===== src/rtl/lic_pkg.sv =====
package lic_pkg;
  localparam int unsigned ADDR_W   = 13;
  localparam int unsigned STS_W    = 16;
  localparam int unsigned FEC_BITS = 2;

  localparam logic [ADDR_W-1:0] ADDR_INIT  = 13'h1000;
  localparam logic [ADDR_W-1:0] ADDR_VER   = 13'h1004;
  localparam logic [ADDR_W-1:0] ADDR_STS_A = 13'h1020;

  localparam int unsigned INIT_DONE_BIT  = 0;
  localparam int unsigned INIT_START_BIT = 1;
  localparam int unsigned INIT_FEC_LSB   = 8;

  typedef enum logic [1:0] {
    FEC_NONE = 2'd0,
    FEC_KR   = 2'd1,
    FEC_RS   = 2'd2,
    FEC_RSVD = 2'd3
  } fec_e;

  localparam logic [7:0] MODE_RESET = 8'd0;
  localparam logic [7:0] MODE_4X10G = 8'd1;

  typedef enum logic [1:0] {
    SEQ_IDLE = 2'd0,
    SEQ_RUN  = 2'd1,
    SEQ_DONE = 2'd2
  } seq_e;

  typedef struct packed {
    logic [7:0] group;
    logic [7:0] mode_id;
  } sts_t;
endpackage


===== src/rtl/lic_sequencer.sv =====
module lic_sequencer
  import lic_pkg::*;
#(
  parameter int unsigned N_RT        = 2,
  parameter int unsigned STEP_CYCLES = 32,
  parameter bit          AUTO_START  = 1'b0,
  parameter logic [7:0]  FAIL_CODE   = 8'h01
) (
  input  logic                  clk_i,
  input  logic                  rst_ni,
  input  logic                  start_i,
  input  logic [N_RT*8-1:0]     rt_mode_i,
  input  logic [N_RT-1:0]       rt_fail_i,
  output logic                  busy_o,
  output logic                  done_o,
  output logic [N_RT*STS_W-1:0] sts_o
);
  localparam int unsigned CNT_W = (STEP_CYCLES > 1) ? $clog2(STEP_CYCLES) : 1;
  localparam int unsigned IDX_W = (N_RT > 1) ? $clog2(N_RT) : 1;
  localparam logic [CNT_W-1:0] CNT_LAST = CNT_W'(STEP_CYCLES - 1);
  localparam logic [IDX_W-1:0] IDX_LAST = IDX_W'(N_RT - 1);
  localparam seq_e RST_STATE = AUTO_START ? SEQ_RUN : SEQ_IDLE;

  seq_e             state_q;
  logic [CNT_W-1:0] cnt_q;
  logic [IDX_W-1:0] idx_q;
  logic             step_end;
  sts_t             res_q [N_RT];

  assign step_end = (state_q == SEQ_RUN) && (cnt_q == CNT_LAST);

  always_ff @(posedge clk_i or negedge rst_ni) begin
    if (!rst_ni) begin
      state_q <= RST_STATE;
      cnt_q   <= '0;
      idx_q   <= '0;
    end else begin
      unique case (state_q)
        SEQ_IDLE: if (start_i) begin
          state_q <= SEQ_RUN;
          cnt_q   <= '0;
          idx_q   <= '0;
        end
        SEQ_RUN: begin
          if (cnt_q == CNT_LAST) begin
            cnt_q <= '0;
            if (idx_q == IDX_LAST) state_q <= SEQ_DONE;
            else                   idx_q   <= idx_q + 1'b1;
          end else begin
            cnt_q <= cnt_q + 1'b1;
          end
        end
        default: state_q <= SEQ_DONE;
      endcase
    end
  end

  // one result slot per retimer, captured at the end of its own step
  for (genvar r = 0; r < N_RT; r++) begin : g_res
    always_ff @(posedge clk_i or negedge rst_ni) begin
      if (!rst_ni) begin
        res_q[r] <= '0;
      end else if (step_end && idx_q == IDX_W'(r)) begin
        if (rt_fail_i[r]) res_q[r] <= '{group: FAIL_CODE, mode_id: MODE_RESET};
        else              res_q[r] <= '{group: 8'h00, mode_id: rt_mode_i[r*8 +: 8]};
      end
    end
    assign sts_o[r*STS_W +: STS_W] = (state_q == SEQ_DONE) ? res_q[r] : '0;
  end

  assign busy_o = (state_q == SEQ_RUN);
  assign done_o = (state_q == SEQ_DONE);

  assert_done_sticky_R10: assert property (@(posedge clk_i) disable iff (!rst_ni)
    done_o |=> done_o);
  assert_busy_done_excl_R10: assert property (@(posedge clk_i) disable iff (!rst_ni)
    !(busy_o && done_o));
  assert_done_after_busy_R4: assert property (@(posedge clk_i) disable iff (!rst_ni)
    $rose(done_o) |-> $past(busy_o));
endmodule


===== src/rtl/lic_fec_gate.sv =====
module lic_fec_gate
  import lic_pkg::*;
#(
  parameter int unsigned N_RT  = 2,
  parameter int unsigned LINKS = 4,
  localparam int unsigned FEC_W = N_RT * LINKS * FEC_BITS
) (
  input  logic                  done_i,
  input  logic [FEC_W-1:0]      fec_req_i,
  input  logic [N_RT*STS_W-1:0] sts_i,
  output logic [FEC_W-1:0]      fec_o
);
  for (genvar r = 0; r < N_RT; r++) begin : g_rt
    sts_t sts;
    logic fec_ok;
    assign sts    = sts_i[r*STS_W +: STS_W];
    // only modes with 25G lanes take a FEC setting
    assign fec_ok = done_i && (sts.group == 8'h00) &&
                    (sts.mode_id != MODE_RESET) && (sts.mode_id != MODE_4X10G);
    for (genvar l = 0; l < LINKS; l++) begin : g_link
      localparam int unsigned LSB = (r * LINKS + l) * FEC_BITS;
      fec_e code;
      assign code = fec_e'(fec_req_i[LSB +: FEC_BITS]);
      assign fec_o[LSB +: FEC_BITS] = (fec_ok && code != FEC_RSVD) ? code : FEC_NONE;
    end
  end
endmodule


===== src/rtl/lic_reg_if.sv =====
module lic_reg_if
  import lic_pkg::*;
#(
  parameter logic [3:0]  VER_MAJOR = 4'd3,
  parameter logic [3:0]  VER_MINOR = 4'd1,
  parameter logic [3:0]  VER_PATCH = 4'd0,
  parameter int unsigned N_RT      = 2,
  parameter int unsigned LINKS     = 4,
  parameter bit          HANDSHAKE = 1'b1,
  localparam int unsigned FEC_W = N_RT * LINKS * FEC_BITS
) (
  input  logic                  clk_i,
  input  logic                  rst_ni,
  input  logic                  req_i,
  input  logic                  we_i,
  input  logic [ADDR_W-1:0]     addr_i,
  input  logic [31:0]           wdata_i,
  input  logic                  busy_i,
  input  logic                  done_i,
  input  logic [N_RT*STS_W-1:0] sts_i,
  output logic                  start_o,
  output logic [FEC_W-1:0]      fec_req_o,
  output logic                  ack_o,
  output logic [31:0]           rdata_o
);
  logic             start_q;
  logic [FEC_W-1:0] fec_q;
  logic [31:0]      rd_mux;
  logic [31:0]      rdata_q;
  logic             ack_q;

  if (HANDSHAKE) begin : g_hs
    assign start_o = req_i && we_i && (addr_i == ADDR_INIT) &&
                     wdata_i[INIT_START_BIT] && !start_q && !done_i;

    always_ff @(posedge clk_i or negedge rst_ni) begin
      if (!rst_ni) begin
        start_q <= 1'b0;
        fec_q   <= '0;
      end else if (start_o) begin
        start_q <= 1'b1;
        fec_q   <= wdata_i[INIT_FEC_LSB +: FEC_W];
      end
    end

    assert_start_sticky_R5: assert property (@(posedge clk_i) disable iff (!rst_ni)
      start_q |=> start_q);
    assert_fec_frozen_R5: assert property (@(posedge clk_i) disable iff (!rst_ni)
      (busy_i || done_i) |=> $stable(fec_q));
  end else begin : g_legacy
    assign start_o = 1'b0;
    assign start_q = 1'b0;
    assign fec_q   = '0;
  end

  always_comb begin
    rd_mux = '0;
    if (addr_i == ADDR_INIT) begin
      rd_mux[INIT_DONE_BIT]              = done_i;
      rd_mux[INIT_START_BIT]             = start_q;
      rd_mux[INIT_FEC_LSB +: FEC_W]      = fec_q;
    end else if (addr_i == ADDR_VER) begin
      rd_mux[31:20] = {VER_MAJOR, VER_MINOR, VER_PATCH};
    end else begin
      for (int r = 0; r < N_RT; r++) begin
        if (addr_i == ADDR_STS_A + ADDR_W'(4 * r)) rd_mux[STS_W-1:0] = sts_i[r*STS_W +: STS_W];
      end
    end
  end

  always_ff @(posedge clk_i or negedge rst_ni) begin
    if (!rst_ni) begin
      ack_q   <= 1'b0;
      rdata_q <= '0;
    end else begin
      ack_q   <= req_i;
      rdata_q <= (req_i && !we_i) ? rd_mux : '0;
    end
  end

  assign ack_o     = ack_q;
  assign rdata_o   = rdata_q;
  assign fec_req_o = fec_q;

  assert_ack_follows_req_R1: assert property (@(posedge clk_i) disable iff (!rst_ni)
    req_i |=> ack_o);
endmodule


===== src/rtl/link_init_ctrl.sv =====
module link_init_ctrl
  import lic_pkg::*;
#(
  parameter logic [3:0]  VER_MAJOR   = 4'd3,
  parameter logic [3:0]  VER_MINOR   = 4'd1,
  parameter logic [3:0]  VER_PATCH   = 4'd0,
  parameter int unsigned N_RT        = 2,
  parameter int unsigned LINKS       = 4,
  parameter int unsigned STEP_CYCLES = 32,
  parameter logic [7:0]  FAIL_CODE   = 8'h01
) (
  input  logic                        clk_i,
  input  logic                        rst_ni,
  input  logic                        reg_req_i,
  input  logic                        reg_we_i,
  input  logic [12:0]                 reg_addr_i,
  input  logic [31:0]                 reg_wdata_i,
  input  logic [N_RT*8-1:0]           rt_mode_i,
  input  logic [N_RT-1:0]             rt_fail_i,
  output logic                        reg_ack_o,
  output logic [31:0]                 reg_rdata_o,
  output logic                        busy_o,
  output logic                        done_o,
  output logic [N_RT*LINKS*2-1:0]     fec_o
);
  localparam bit          HANDSHAKE = (VER_MAJOR >= 4'd3);
  localparam int unsigned FEC_W     = N_RT * LINKS * FEC_BITS;

  logic                  start;
  logic [FEC_W-1:0]      fec_req;
  logic [N_RT*STS_W-1:0] sts;

  lic_reg_if #(
    .VER_MAJOR(VER_MAJOR), .VER_MINOR(VER_MINOR), .VER_PATCH(VER_PATCH),
    .N_RT(N_RT), .LINKS(LINKS), .HANDSHAKE(HANDSHAKE)
  ) i_reg_if (
    .clk_i(clk_i), .rst_ni(rst_ni),
    .req_i(reg_req_i), .we_i(reg_we_i), .addr_i(reg_addr_i), .wdata_i(reg_wdata_i),
    .busy_i(busy_o), .done_i(done_o), .sts_i(sts),
    .start_o(start), .fec_req_o(fec_req),
    .ack_o(reg_ack_o), .rdata_o(reg_rdata_o)
  );

  lic_sequencer #(
    .N_RT(N_RT), .STEP_CYCLES(STEP_CYCLES), .AUTO_START(!HANDSHAKE), .FAIL_CODE(FAIL_CODE)
  ) i_seq (
    .clk_i(clk_i), .rst_ni(rst_ni), .start_i(start),
    .rt_mode_i(rt_mode_i), .rt_fail_i(rt_fail_i),
    .busy_o(busy_o), .done_o(done_o), .sts_o(sts)
  );

  lic_fec_gate #(.N_RT(N_RT), .LINKS(LINKS)) i_fec_gate (
    .done_i(done_o), .fec_req_i(fec_req), .sts_i(sts), .fec_o(fec_o)
  );

  assert_fec_quiet_R8: assert property (@(posedge clk_i) disable iff (!rst_ni)
    !done_o |-> (fec_o == '0));
  assert_sts_hidden_R6: assert property (@(posedge clk_i) disable iff (!rst_ni)
    (reg_req_i && !reg_we_i && !done_o &&
     (reg_addr_i == ADDR_STS_A || reg_addr_i == ADDR_STS_A + 13'd4)) |=> (reg_rdata_o == '0));
  assert_ver_word_R2: assert property (@(posedge clk_i) disable iff (!rst_ni)
    (reg_req_i && !reg_we_i && reg_addr_i == ADDR_VER) |=>
      (reg_rdata_o == {VER_MAJOR, VER_MINOR, VER_PATCH, 20'h0}));
endmodule


===== config.mk =====
export PLATFORM = sky130hd
export DESIGN_NAME = link_init_ctrl
export DESIGN_NICKNAME = d
export VERILOG_FILES = /design/src/rtl/lic_pkg.sv /design/src/rtl/lic_sequencer.sv /design/src/rtl/lic_fec_gate.sv /design/src/rtl/lic_reg_if.sv /design/src/rtl/link_init_ctrl.sv
export SDC_FILE = /design/constraint.sdc
export NUM_CORES = 1
export LEC_CHECK = 0
export ABC_AREA = 1
export ABC_CLOCK_PERIOD_IN_PS = 2150
export BUFFER_PORTS_ARGS = -buffer_cell sky130_fd_sc_hd__buf_2
export CAP_MARGIN = 15
export CORE_UTILIZATION = 40
export CTS_CLUSTER_SIZE = 16
export DETAILED_ROUTE_END_ITERATION = 8
export GPL_TIMING_DRIVEN = 1
export PLACE_DENSITY = 0.64
export SLEW_MARGIN = 20
export SYNTH_ARGS = -nofsm -noshare
export SYNTH_HDL_FRONTEND = slang
export SYNTH_HIERARCHICAL = 1
export SYNTH_SLANG_ARGS = --single-unit

===== constraint.sdc =====
create_clock -name clk_i -period 2.15 [get_ports clk_i]
set_clock_uncertainty 0.15 [all_clocks]
set_input_delay 0 -clock clk_i [delete_from_list [all_inputs] [get_ports clk_i]]
set_output_delay 0 -clock clk_i [all_outputs]
set_load 0.05 [all_outputs]

==> impl_results.md <==
* Number of antenna-violating nets in the routed design at 0
* # diodes at 0
* Row Count at 35
* Synth warnings at 6
* Core box area at about 9400 µm²
* Async SR Flop Fraction at 100.0%
* IO Count at ~120
* CTS Buf Count at 9
* Insertion delay to the later sink of the worst-skew pair at approximately 340 ps
* FF-to-FF Start: i_seq/state_q[0]
* Placed Instance Area at about 4500 µm²
* Reg-to-Reg End: i_reg_if/rdata_o[0]
* Starting DRT DRC Count at ~120
* Fin util at a little under three fifths
* Buffers on Ports at between 90 and 100
* Clock-pin slew on the worst setup and hold paths at around 80 ps
* Pleak at slightly above 3 nW
* Status: finished clean
* #FFs+latches synth at 69
* CP max FO at 18
* R2R cell count at 8
* Root Driver: clkbuf_8
* Post-synthesis cell type count at 31
* H-tree levels at 3
* Hold path cells at 6
* Share of post-route cells with drive strength above 1 at 25.42%
* RSZ-0062 raised after global routing: true
* Syn-to-layout area delta at 36.86%
* Die Y at between 100 and 150 µm
* Vias in the first global route at approximately 3500
* Avg WL per Cell at between 10 and 15 µm
* Final Routed Wirelength at about 9500 µm
* Synth Instances at ~550
* Max frequency at about 470 MHz
* Final nets at about 770
* All-layer global routing usage at roughly a fifth
* Total placed cells including tap cells at ~770
* Initial cell density of the core at about 42%
* Slew @ Worst Pin at roughly 650 ps
* Largest net degree at the start of global routing at 44
* Fin crit share at 98.94%
* Sequential share of the synthesized area at between 40% and 50%
* P per Cell Area at ~490 nW/µm²
* Max-cap violations at 0
* Chip width at between 100 and 150 µm
* Worst setup EP type: output pin
* WS Path Type: reg -> out
* Avg Cell Area, Syn at around 7 µm²
* Maximum VDD drop at 369.2 µV
* DRC at 0
* TritonCTS clock tree: built
* Initial antenna violation count at 0
* DP HPWL at 6637 µm
* Pre-antenna DRT Iters at 4
* Max clock buf depth at 2
* Die ar. at between 10000 and 15000 µm²
* Min-delay src: reg_addr_i[3]
* Synth Flop Type: dfrtp_1
* Final Max Tran Viols at 0
* Via count at approximately 3800
* Crit start category: flop
* Hold endpoint: i_reg_if/rdata_o[12]
* Clk sinks at 69
* Hold Violations, Final at 0
* Finished Cell Area at ~5400 µm²
* Post-Syn Area at just under 4000 µm²
* Relative slew slack at between 50 and 60%
* GP Congestion at 0.8326
* Min-delay worst type: in -> reg
* CP Data Arrival Time at between 1500 and 2000 ps
* GRT Residual Overflow at 0
* Reg2reg setup slack at 130 ps
* Final setup viols at 0
* Tmin final at ~2100 ps
* Via-to-Cell Ratio at between 4 and 5
* Worst EP required at around 2000 ps
* First-pass GRT wire length at 15480 µm
* Post-Layout Cell Count at ~840
* Number of flops mapped to enable cells by yosys at 0
## state kept, by name (all words and copies together) (netlist names)
register,cells
i_reg_if/fec_req_o,16
i_seq/idx_q,1
i_seq/state_q,2
i_reg_if/ack_o,1
i_reg_if/start_q,1
i_reg_if/rdata_o,25
i_seq/cnt_q,5
i_seq/res_q,18
## power breakdown
part	internal (mW)	switching (mW)
clock network	0.653	0.490
logic	0.111	0.124
registers	1.30	0.000157
## per-layer routing
layer  global-route usage (%)  vias to the layer above  part of all wire, %
met4                    8.250                        0                  1.0
met2                    33.06                       87                   51
met5                        0                        -                    0
met1                    23.87                     1744                   45
met3                    3.382                        8                  3.5
li1                         -                     1937                    -
## how the worst max path moves through the flow
stage,startpoint,endpoint,cells past startpoint
3_3_place_gp,i_seq/state_q[1],fec_o[8],10
5_1_grt,i_seq/state_q[1],fec_o[10],10
3_5_place_dp,i_seq/cnt_q[0],i_seq/res_q[19],9
2_1_floorplan,i_seq/state_q[0],fec_o[10],9
6_report,i_seq/state_q[1],fec_o[10],10
4_1_cts,i_seq/state_q[1],fec_o[6],10
## synthesized netlist by cell type, drive strengths merged (3+ instances only)
library cell  instances  area (µm²)
a21oi                 8       40.04
nor2                123       509.2
inv                  87       329.1
buf                  34       255.2
nand3                52       275.3
ha                    3       37.54
clkbuf                4       25.02
o21ai                20       111.4
nor3                  3       15.01
nand2               130       515.5
o211ai                8       60.06
dfrtp                69        1727
## per-stage QoR
step           worst slack (ps)  TNS (ps)  power [mW]  hold WS [ps]
2_1_floorplan            -45.98    -361.4       1.429        -445.6
3_3_place_gp              205.1         0       1.488        -102.1
3_5_place_dp              179.8         0       1.491        -88.07
4_1_cts                  -4.190    -5.355       2.717         9.918
5_1_grt                  -120.3     -1540       2.796         59.59
6_report                  22.82         0       2.677         28.48
## placed cells by master (no fill, tap or decap), types with 9 or more instances in the layout
cell type / Yosys / routed
dfrtp_1: 69 / 68
inv_1: 84 / 83
dlygate4sd3_1: 0 / 52
nor2_1: 112 / 90
nand3_1: 49 / 47
buf_6: 4 / 17
clkbuf_8: 1 / 9
o21ai_0: 17 / 17
buf_4: 24 / 11
buf_2: 6 / 81
conb_1: 2 / 19
nand2_1: 123 / 121
nor2_2: 7 / 28
## layout make-up
class,count,area (µm²)
Fill cell,906,3994
Multi-Input combinational cell,373,1760
Sequential cell,69,1728
Timing Repair Buffer,162,1220
Inverter,88,337.8
Tap cell,129,161.4
Clock buffer,10,127.6
Clock inverter,6,86.33
## critical path: stages (launching register included)
cell and delay (ps):
dfrtp_1 410, inv_2 110, nor2_4 60, inv_6 130, nor2_1 80, nor2_1 130
nand3_2 110, nor2_4 160, nand3_1 150, nor2_2 130, buf_6 170
## timing repair
item | in CTS | in global routing
buffers inserted | 0 | 4
hold buffers | 52 | 0
endpoints found under the setup margin | 16 | 29
gates resized for setup | 28 | 18
hold endpoints to repair | 82 | 0
## logic make-up (layout without fill, tap and decap cells)
family,after synthesis,in the layout,share of synthesized area [%]
other,2,19,0.1896
XOR/XNOR,1,1,0.2211
AO/OA/AOI/OAI,38,38,5.717
AND/OR/NAND/NOR,312,312,33.86
adder cells (fa/ha/maj),3,3,0.9477
buffers and inverters,126,266,15.48
flip-flops,69,69,43.59
Note: power is estimated with default switching activity, not from simulation.
